--- config.mk ---
export PLATFORM = sky130hd
export DESIGN_NAME = ddr_in_align
export DESIGN_NICKNAME = d
export VERILOG_FILES = /design/src/rtl/ddr_cap_pkg.sv /design/src/rtl/ddr_fall_stage.sv /design/src/rtl/ddr_rise_stage.sv /design/src/rtl/ddr_out_select.sv /design/src/rtl/ddr_in_align.sv
export SDC_FILE = /design/constraint.sdc
export NUM_CORES = 1
export LEC_CHECK = 0
export ABC_AREA = 0
export BUFFER_PORTS_ARGS = -buffer_cell sky130_fd_sc_hd__buf_4
export CORE_AREA = 2 2 39 41
export DETAILED_ROUTE_END_ITERATION = 7
export DIE_AREA = 0 0 41 43
export GPL_TIMING_DRIVEN = 0
export PLACE_DENSITY = 0.38
export SLEW_MARGIN = 20
export SYNTH_ARGS = -nofsm -noshare
export SYNTH_HDL_FRONTEND = slang
export SYNTH_HIERARCHICAL = 1
export SYNTH_SLANG_ARGS = --single-unit
--- constraint.sdc ---
create_clock -name clk -period 2.5 [get_ports clk]
set_input_delay 0.125 -clock clk [delete_from_list [all_inputs] [get_ports clk]]
set_output_delay 0.125 -clock clk [all_outputs]
set_load 0.1 [all_outputs]
--- src/rtl/ddr_cap_pkg.sv ---
package ddr_cap_pkg;

    typedef enum logic [1:0] {
        ALIGN_RAW     = 2'b00,
        ALIGN_RETIME  = 2'b01,
        ALIGN_PAIRED  = 2'b10,
        ALIGN_PAIRED2 = 2'b11
    } align_mode_e;

    localparam int unsigned FILL_W = 2;

    // Rising edges after reset before the selected mode's outputs hold real data.
    function automatic logic [FILL_W-1:0] fill_need(input align_mode_e m);
        return (m == ALIGN_RAW) ? FILL_W'(1) : FILL_W'(2);
    endfunction

endpackage

--- src/rtl/ddr_fall_stage.sv ---
module ddr_fall_stage #(
    parameter int unsigned WIDTH = 1
) (
    input  logic             clk,
    input  logic             rst,
    input  logic [WIDTH-1:0] din,
    output logic [WIDTH-1:0] fall_o
);

    typedef struct packed {
        logic [WIDTH-1:0] cap;
    } fall_state_t;

    fall_state_t st_d, st_q;

    always_comb begin
        st_d = st_q;
        if (rst) begin
            st_d = '0;
        end else begin
            st_d.cap = din;
        end
    end

    always_ff @(negedge clk) begin
        st_q <= st_d;
    end

    assign fall_o = st_q.cap;

endmodule

--- src/rtl/ddr_rise_stage.sv ---
module ddr_rise_stage
    import ddr_cap_pkg::*;
#(
    parameter int unsigned WIDTH = 1
) (
    input  logic              clk,
    input  logic              rst,
    input  logic [WIDTH-1:0]  din,
    input  logic [WIDTH-1:0]  fall_i,
    output logic [WIDTH-1:0]  rise_o,
    output logic [WIDTH-1:0]  rise_dly_o,
    output logic [WIDTH-1:0]  fall_rt_o,
    output logic [FILL_W-1:0] fill_o
);

    localparam logic [FILL_W-1:0] FILL_MAX = FILL_W'(2);

    typedef struct packed {
        logic [WIDTH-1:0]  rise_cap;
        logic [WIDTH-1:0]  rise_dly;
        logic [WIDTH-1:0]  fall_rt;
        logic [FILL_W-1:0] fill;
    } rise_state_t;

    rise_state_t st_d, st_q;

    always_comb begin
        st_d = st_q;
        if (rst) begin
            st_d = '0;
        end else begin
            st_d.rise_cap = din;
            st_d.rise_dly = st_q.rise_cap;
            st_d.fall_rt  = fall_i;
            if (st_q.fill != FILL_MAX) begin
                st_d.fill = st_q.fill + FILL_W'(1);
            end
        end
    end

    always_ff @(posedge clk) begin
        st_q <= st_d;
    end

    assign rise_o     = st_q.rise_cap;
    assign rise_dly_o = st_q.rise_dly;
    assign fall_rt_o  = st_q.fall_rt;
    assign fill_o     = st_q.fill;

    // the fill count saturates and never passes its limit
    p_fill_saturates_r7: assert property (@(posedge clk) disable iff (rst)
        (fill_o == FILL_MAX) |=> (fill_o == FILL_MAX));

endmodule

--- src/rtl/ddr_out_select.sv ---
module ddr_out_select
    import ddr_cap_pkg::*;
#(
    parameter int unsigned WIDTH = 1
) (
    input  logic [1:0]        mode,
    input  logic [WIDTH-1:0]  rise_i,
    input  logic [WIDTH-1:0]  rise_dly_i,
    input  logic [WIDTH-1:0]  fall_i,
    input  logic [WIDTH-1:0]  fall_rt_i,
    input  logic [FILL_W-1:0] fill_i,
    output logic [WIDTH-1:0]  qa,
    output logic [WIDTH-1:0]  qb,
    output logic              valid
);

    align_mode_e sel;

    always_comb begin
        sel = align_mode_e'(mode);
        case (sel)
            ALIGN_RAW: begin
                qa = rise_i;
                qb = fall_i;
            end
            ALIGN_RETIME: begin
                qa = rise_i;
                qb = fall_rt_i;
            end
            default: begin
                qa = rise_dly_i;
                qb = fall_rt_i;
            end
        endcase
        valid = (fill_i >= fill_need(sel));
    end

endmodule

--- src/rtl/ddr_in_align.sv ---
module ddr_in_align
    import ddr_cap_pkg::*;
#(
    parameter int unsigned WIDTH = 1
) (
    input  logic             clk,
    input  logic             rst,
    input  logic [1:0]       mode,
    input  logic [WIDTH-1:0] din,
    output logic [WIDTH-1:0] qa,
    output logic [WIDTH-1:0] qb,
    output logic             valid
);

    logic [WIDTH-1:0]  fall_w;
    logic [WIDTH-1:0]  rise_w;
    logic [WIDTH-1:0]  rise_dly_w;
    logic [WIDTH-1:0]  fall_rt_w;
    logic [FILL_W-1:0] fill_w;

    ddr_fall_stage #(.WIDTH(WIDTH)) u_fall (
        .clk    (clk),
        .rst    (rst),
        .din    (din),
        .fall_o (fall_w)
    );

    ddr_rise_stage #(.WIDTH(WIDTH)) u_rise (
        .clk        (clk),
        .rst        (rst),
        .din        (din),
        .fall_i     (fall_w),
        .rise_o     (rise_w),
        .rise_dly_o (rise_dly_w),
        .fall_rt_o  (fall_rt_w),
        .fill_o     (fill_w)
    );

    ddr_out_select #(.WIDTH(WIDTH)) u_sel (
        .mode       (mode),
        .rise_i     (rise_w),
        .rise_dly_i (rise_dly_w),
        .fall_i     (fall_w),
        .fall_rt_i  (fall_rt_w),
        .fill_i     (fill_w),
        .qa         (qa),
        .qb         (qb),
        .valid      (valid)
    );

    // reset clears the rising-phase outputs
    p_reset_clears_r6: assert property (@(posedge clk)
        rst |=> (qa == '0 && !valid));

    // in raw and retimed modes qa is the previous rising-edge sample
    p_rise_capture_r1: assert property (@(posedge clk) disable iff (rst)
        (!mode[1] && !$past(rst)) |-> (qa == $past(din)));

    // in raw mode qb is the previous falling-edge sample
    p_fall_capture_r2: assert property (@(negedge clk) disable iff (rst)
        (mode == 2'b00 && !$past(rst)) |-> (qb == $past(din)));

    // outside raw mode qb carries the falling sample into the rising phase
    p_retimed_fall_r3: assert property (@(posedge clk) disable iff (rst)
        (mode != 2'b00 && !$past(rst)) |-> (qb == $past(fall_w)));

    // paired modes delay qa by one extra rising edge
    p_paired_qa_r4: assert property (@(posedge clk) disable iff (rst)
        (mode[1] && !$past(rst) && !$past(rst, 2)) |-> (qa == $past(din, 2)));

    // valid is low on the first edge after reset and high once two edges have passed
    p_valid_low_r7: assert property (@(posedge clk) disable iff (rst)
        $past(rst) |-> !valid);
    p_valid_full_r7: assert property (@(posedge clk) disable iff (rst)
        (!$past(rst) && !$past(rst, 2)) |-> valid);

endmodule

==> results of run 1 <==
-- worst min path at each step --
| stage | startpoint | endpoint | depth (start not counted) |
|---|---|---|---|
| 3_5_place_dp | din | u_rise/rise_o$_SDFF_PP0_ | 2 |
| 5_1_grt | rst | u_rise/fill_o[1]$_SDFFE_PP0P_ | 2 |
| 2_1_floorplan | rst | u_rise/fill_o[1]$_SDFFE_PP0P_ | 1 |
| 3_3_place_gp | rst | u_rise/fill_o[1]$_SDFFE_PP0P_ | 2 |
| 4_1_cts | rst | u_rise/fill_o[1]$_SDFFE_PP0P_ | 2 |
| 6_report | din | u_rise/rise_o$_SDFF_PP0_ | 2 |
-- Yosys cell counts (all sizes together) --
cell,instances
a21oi,1
inv,3
nor2,2
nand2b,1
dfxtp,6
mux2,2
xor2,1
nand2,1
nor2b,4
ha,2
or2,1
maj3,1
-- flip-flops by register name, summed over array words and instances (netlist names) --
signal             flops
u_rise/fall_rt_o       1
u_rise/rise_dly_o      1
u_fall/fall_o          1
u_rise/rise_o          1
u_rise/fill_o          2
-- final cells by class --
type / count / area share (%)
clock inverter: 1 / 0.997
inverter: 2 / 1.99
clock buffer: 4 / 6.98
timing repair buffer: 7 / 14.0
tap: 16 / 5.32
multi-input combinational: 16 / 38.9
sequential: 6 / 31.9
-- layer usage --
layer  wire length, um  GRT usage (%)  vias up
met2               148           5.63        6
met1               215           7.49       74
met4                 0           4.00        0
met5                 0              0        -
met3                42           3.14        0
li1                  -              -       99
-- cells by family (layout without fill, tap and decap cells) --
kind of cell	Yosys count	in the layout	share of synthesized area [%]
AOI/OAI and AO/OA	1	1	3.15
xor gates and xnor gates	1	1	3.15
adders and majority gates	3	3	13.1
buffers and inverters	3	14	4.05
DFF	6	6	43.2
muxes	2	2	9.46
and+or+nand+nor	9	9	23.9
-- worst max-delay path, stage by stage (launching register included) --
cell,delay (ns)
dfxtp_1,0.31
mux2_4,0.25
buf_4,0.23
-- per-stage QoR --
stage / hold slack, ns / util [%]
6_report: 0.105 / 27.2
5_1_grt: 0.117 / 27.2
4_1_cts: 0.102 / 27.2
3_5_place_dp: 0.352 / 25.3
3_3_place_gp: 0.344 / 25.3
2_1_floorplan: 0.187 / -
-- where the power goes --
part	internal (mW)	total (mW)	switching, mW
sequential	0.115	0.131	0.0158
combinational	0.0662	0.178	0.111
clock	0.0628	0.103	0.0404
==> results_dict.tcl, run 1 <==
set metrics [dict create \
    final_common_cell "buf_4" \
    fill_cells 146 \
    drv_cap 0 \
    start_kind "flop" \
    coreArea_mm2 0.00138 \
    fin_setup_tns_ns 0 \
    drt_iter0_drc 2 \
    power_density_mw_per_mm2 1090 \
    die_x_um 41 \
    globalRouteTotalUtil_pct 5.34 \
    r2r_start "u_fall/fall_o$_SDFF_NP0_" \
    worstSetupEndpointType "primary output" \
    drive_gt1_share_pct 47.2 \
    ys_ff_latch 6 \
    io_pins 8 \
    critPathKind "flop to primary output" \
    place_congestion 0.635 \
    finClkSkew_ns 0.0532 \
    start_util_pct 20.1 \
    setup_viol 0 \
    avgSynthCellArea_um2 11.1 \
    grt_pass1_wl_um 593 \
    htreeDepth 1 \
    regToRegSetupSlack_ns 0.66 \
    grt_max_degree 7 \
    hp-class "input pin to flop" \
    nets 44 \
    dp_slack_ns 0.350 \
    hold_viol 0 \
    synth_warnings 6 \
    yosysTopAreaCell "dfxtp_1" \
    port_buffers 7 \
    status "finished, final reports clean" \
    gr-total-overflow 0 \
    setup.worst_path.end "qb" \
    setup_slack_ns 0.0422 \
    post-route-cell-area_um2 377 \
    worstMarginPinSlew_ns 0.279 \
    dieArea_mm2 0.00176 \
    slew_viol_final 0 \
    crit_fanout 2 \
    tritoncts "yes" \
    antenna_cells 0 \
    clk_pin_slew_ns 0.05 \
    worstPathRequired_ns 2.38 \
    synth_top_area_share_pct 43.2 \
    grt_pass1_vias 148 \
    multi_input_area_um2 146 \
    power_mw 0.412 \
    syn_inst 25 \
    synth-seq-area-share_pct 43.2 \
    numCtsBuffers 3 \
    firstDrtPassIters 4 \
    avgViaCountPerCell 3.44 \
    arrival_ns 2.33 \
    maxSlewHeadroom_pct 81.5 \
    reg2reg_to "u_rise/fall_rt_o$_SDFF_PP0_" \
    ant_nets 0 \
    dpl_cell_area_um2 350 \
    ys_top_cells_by_area "dfxtp_1 43%, ha_1 9.0%, nor2b_1 6.8%, mux2_4 5.4%, nand2b_4 5.0%" \
    antenna_found_initial 0 \
    post-cts-setup-buffer-count 0 \
    instances_no_fill 52 \
    holdBufCountCts 0 \
    area_growth_pct 35.6 \
    die_y_um 43 \
    leakage_nw 0.180 \
    final_cell_mix "7 x buf_4, 6 x dfxtp_1, 3 x clkbuf_4, 3 x inv_1, 3 x nor2b_1" \
    vdd_ir_drop_max_mv 0.323 \
    final-seq-area_um2 120 \
    drc 0 \
    netlist_area_um2 278 \
    rsz0062_at_grt "no" \
    clock_latency_ns 0.29 \
    rows 14 \
    reg2regPathDepth 1 \
    synthesis.nets 32 \
    ctsResizeCount 0 \
    wl_um 406 \
    crit_start "u_fall/fall_o$_SDFF_NP0_" \
    num_vias 179 \
    dp.cells 48 \
    synth.distinct_cells 15 \
    cts-root-buf "clkbuf_4" \
    clk_path_buf_depth 2 \
    cts.sinks 6 \
    post_drt_wl_per_cell_um 7.81 \
]
No activity file was read; power rests on OpenSTA's default activity.
==> run 2, diff against run 1 <==
--- a/config.mk
+++ b/config.mk
@@ -12,6 +12,8 @@
 export DIE_AREA = 0 0 41 43
 export GPL_TIMING_DRIVEN = 0
 export PLACE_DENSITY = 0.38
+export RECOVER_POWER = 25
+export SKIP_CTS_REPAIR_TIMING = 1
 export SLEW_MARGIN = 20
 export SYNTH_ARGS = -nofsm -noshare
 export SYNTH_HDL_FRONTEND = slang
==> results_dict.tcl, run 2 (synthesis gave the netlist of run 1 again) <==
set metrics [dict create \
    globalRouteTotalUtil_pct 5.34 \
    hold_path.startpoint "din" \
    drive_gt1_share_pct 44.4 \
    clock_latency_ns 0.29 \
    area_growth_pct 34.2 \
    power_mw 0.411 \
    drt_iter0_drc 2 \
    dpl_cell_area_um2 350 \
    port_buffers 7 \
    place_congestion 0.635 \
    critPathKind "flop to primary output" \
    reg2reg_to "u_rise/fall_rt_o$_SDFF_PP0_" \
    grt_pass1_wl_um 593 \
    die_x_um 41 \
    cts.sinks 6 \
    worstPathRequired_ns 2.38 \
    status "finished, final reports clean" \
    fin_setup_tns_ns 0 \
    min_to "u_rise/rise_o$_SDFF_PP0_" \
    r2r_start "u_fall/fall_o$_SDFF_NP0_" \
    arrival_ns 2.33 \
    nets 44 \
    post_drt_wl_per_cell_um 7.83 \
    vdd_ir_drop_max_mv 0.323 \
    crit_fanout 2 \
    final_cell_mix "6 x buf_4, 6 x dfxtp_1, 3 x clkbuf_4, 3 x inv_1, 3 x nor2b_1" \
    numCtsBuffers 3 \
    coreArea_mm2 0.00138 \
    grt_pass1_vias 148 \
    ant_nets 0 \
    largest_register_ffs 2 \
    cts-root-buf "clkbuf_4" \
    antenna_cells 0 \
    drc 0 \
    rows 14 \
    instances_no_fill 52 \
    maxSlewHeadroom_pct 74.7 \
    avgViaCountPerCell 3.44 \
    start_util_pct 20.1 \
    worstMarginPinSlew_ns 0.380 \
    post-route-cell-area_um2 373 \
    dp.cells 48 \
    worstSetupEndpointType "primary output" \
    gr-total-overflow 0 \
    htreeDepth 1 \
    leakage_nw 0.176 \
    hp-class "input pin to flop" \
    clk_pin_slew_ns 0.05 \
    start_kind "flop" \
    regToRegSetupSlack_ns 0.64 \
    firstDrtPassIters 4 \
    reg2regPathDepth 1 \
    hold_viol 0 \
    tritoncts "yes" \
    clk_path_buf_depth 2 \
    slew_viol_final 0 \
    io_pins 8 \
    setup_viol 0 \
    fin_util_pct 26.9 \
    die_y_um 43 \
    grt_max_degree 7 \
    finClkSkew_ns 0.0532 \
    rsz0062_at_grt "no" \
    whs_path_depth 2 \
    wl_um 407 \
    power_density_mw_per_mm2 1100 \
    antenna_found_initial 0 \
    drv_cap 0 \
    dieArea_mm2 0.00176 \
    num_vias 179 \
]
run 2: changes by cell type in the layout (fill, tap and decap cells not counted):
| cell | change |
|---|---|
| buf_4 | -1 |
| clkbuf_1 | +1 |
run 2: where the power goes:
part / total (mW) / internal, mW / switching (mW)
registers: 0.131 / 0.115 / 0.0158
clock network: 0.103 / 0.0628 / 0.0404
logic: 0.177 / 0.0655 / 0.111
run 2: worst max-delay path, cell delays in order (launching register included):
cell and delay (ns):
dfxtp_1 0.31, mux2_4 0.25, buf_4 0.23
run 2: final cells by class:
cell class | count | area [um^2]
flip-flops and latches | 6 | 120
multi-input cells | 16 | 146
clock buffers | 4 | 26.3
inverters | 2 | 7.51
clock inverters | 1 | 3.75
fillers | 146 | 1010
repair buffers | 7 | 48.8
well taps | 16 | 20.0
run 2: metrics by stage:
stage	setup slack (ns)	hold WS [ns]
2_1_floorplan	0.456	0.187
3_3_place_gp	0.354	0.344
3_5_place_dp	0.350	0.352
4_1_cts	0.0413	0.102
5_1_grt	0.0326	0.151
6_report	0.0422	0.105
run 2: routing by layer:
| metal | global-route usage (%) | wire length (um) | vias up |
|---|---|---|---|
| met3 | 3.14 | 43 | 0 |
| li1 | - | - | 99 |
| met2 | 5.63 | 148 | 6 |
| met4 | 4.00 | 0 | 0 |
| met1 | 7.49 | 216 | 74 |
| met5 | 0 | 0 | - |
run 2: worst max path at each step:
stage,start,end,slack [ns],depth (start not counted)
2_1_floorplan,u_fall/fall_o$_SDFF_NP0_,qb,0.46,1
6_report,u_fall/fall_o$_SDFF_NP0_,qb,0.04,2
3_3_place_gp,u_fall/fall_o$_SDFF_NP0_,qb,0.35,2
4_1_cts,u_fall/fall_o$_SDFF_NP0_,qb,0.04,2
5_1_grt,u_fall/fall_o$_SDFF_NP0_,qb,0.03,2
3_5_place_dp,u_fall/fall_o$_SDFF_NP0_,qb,0.35,2
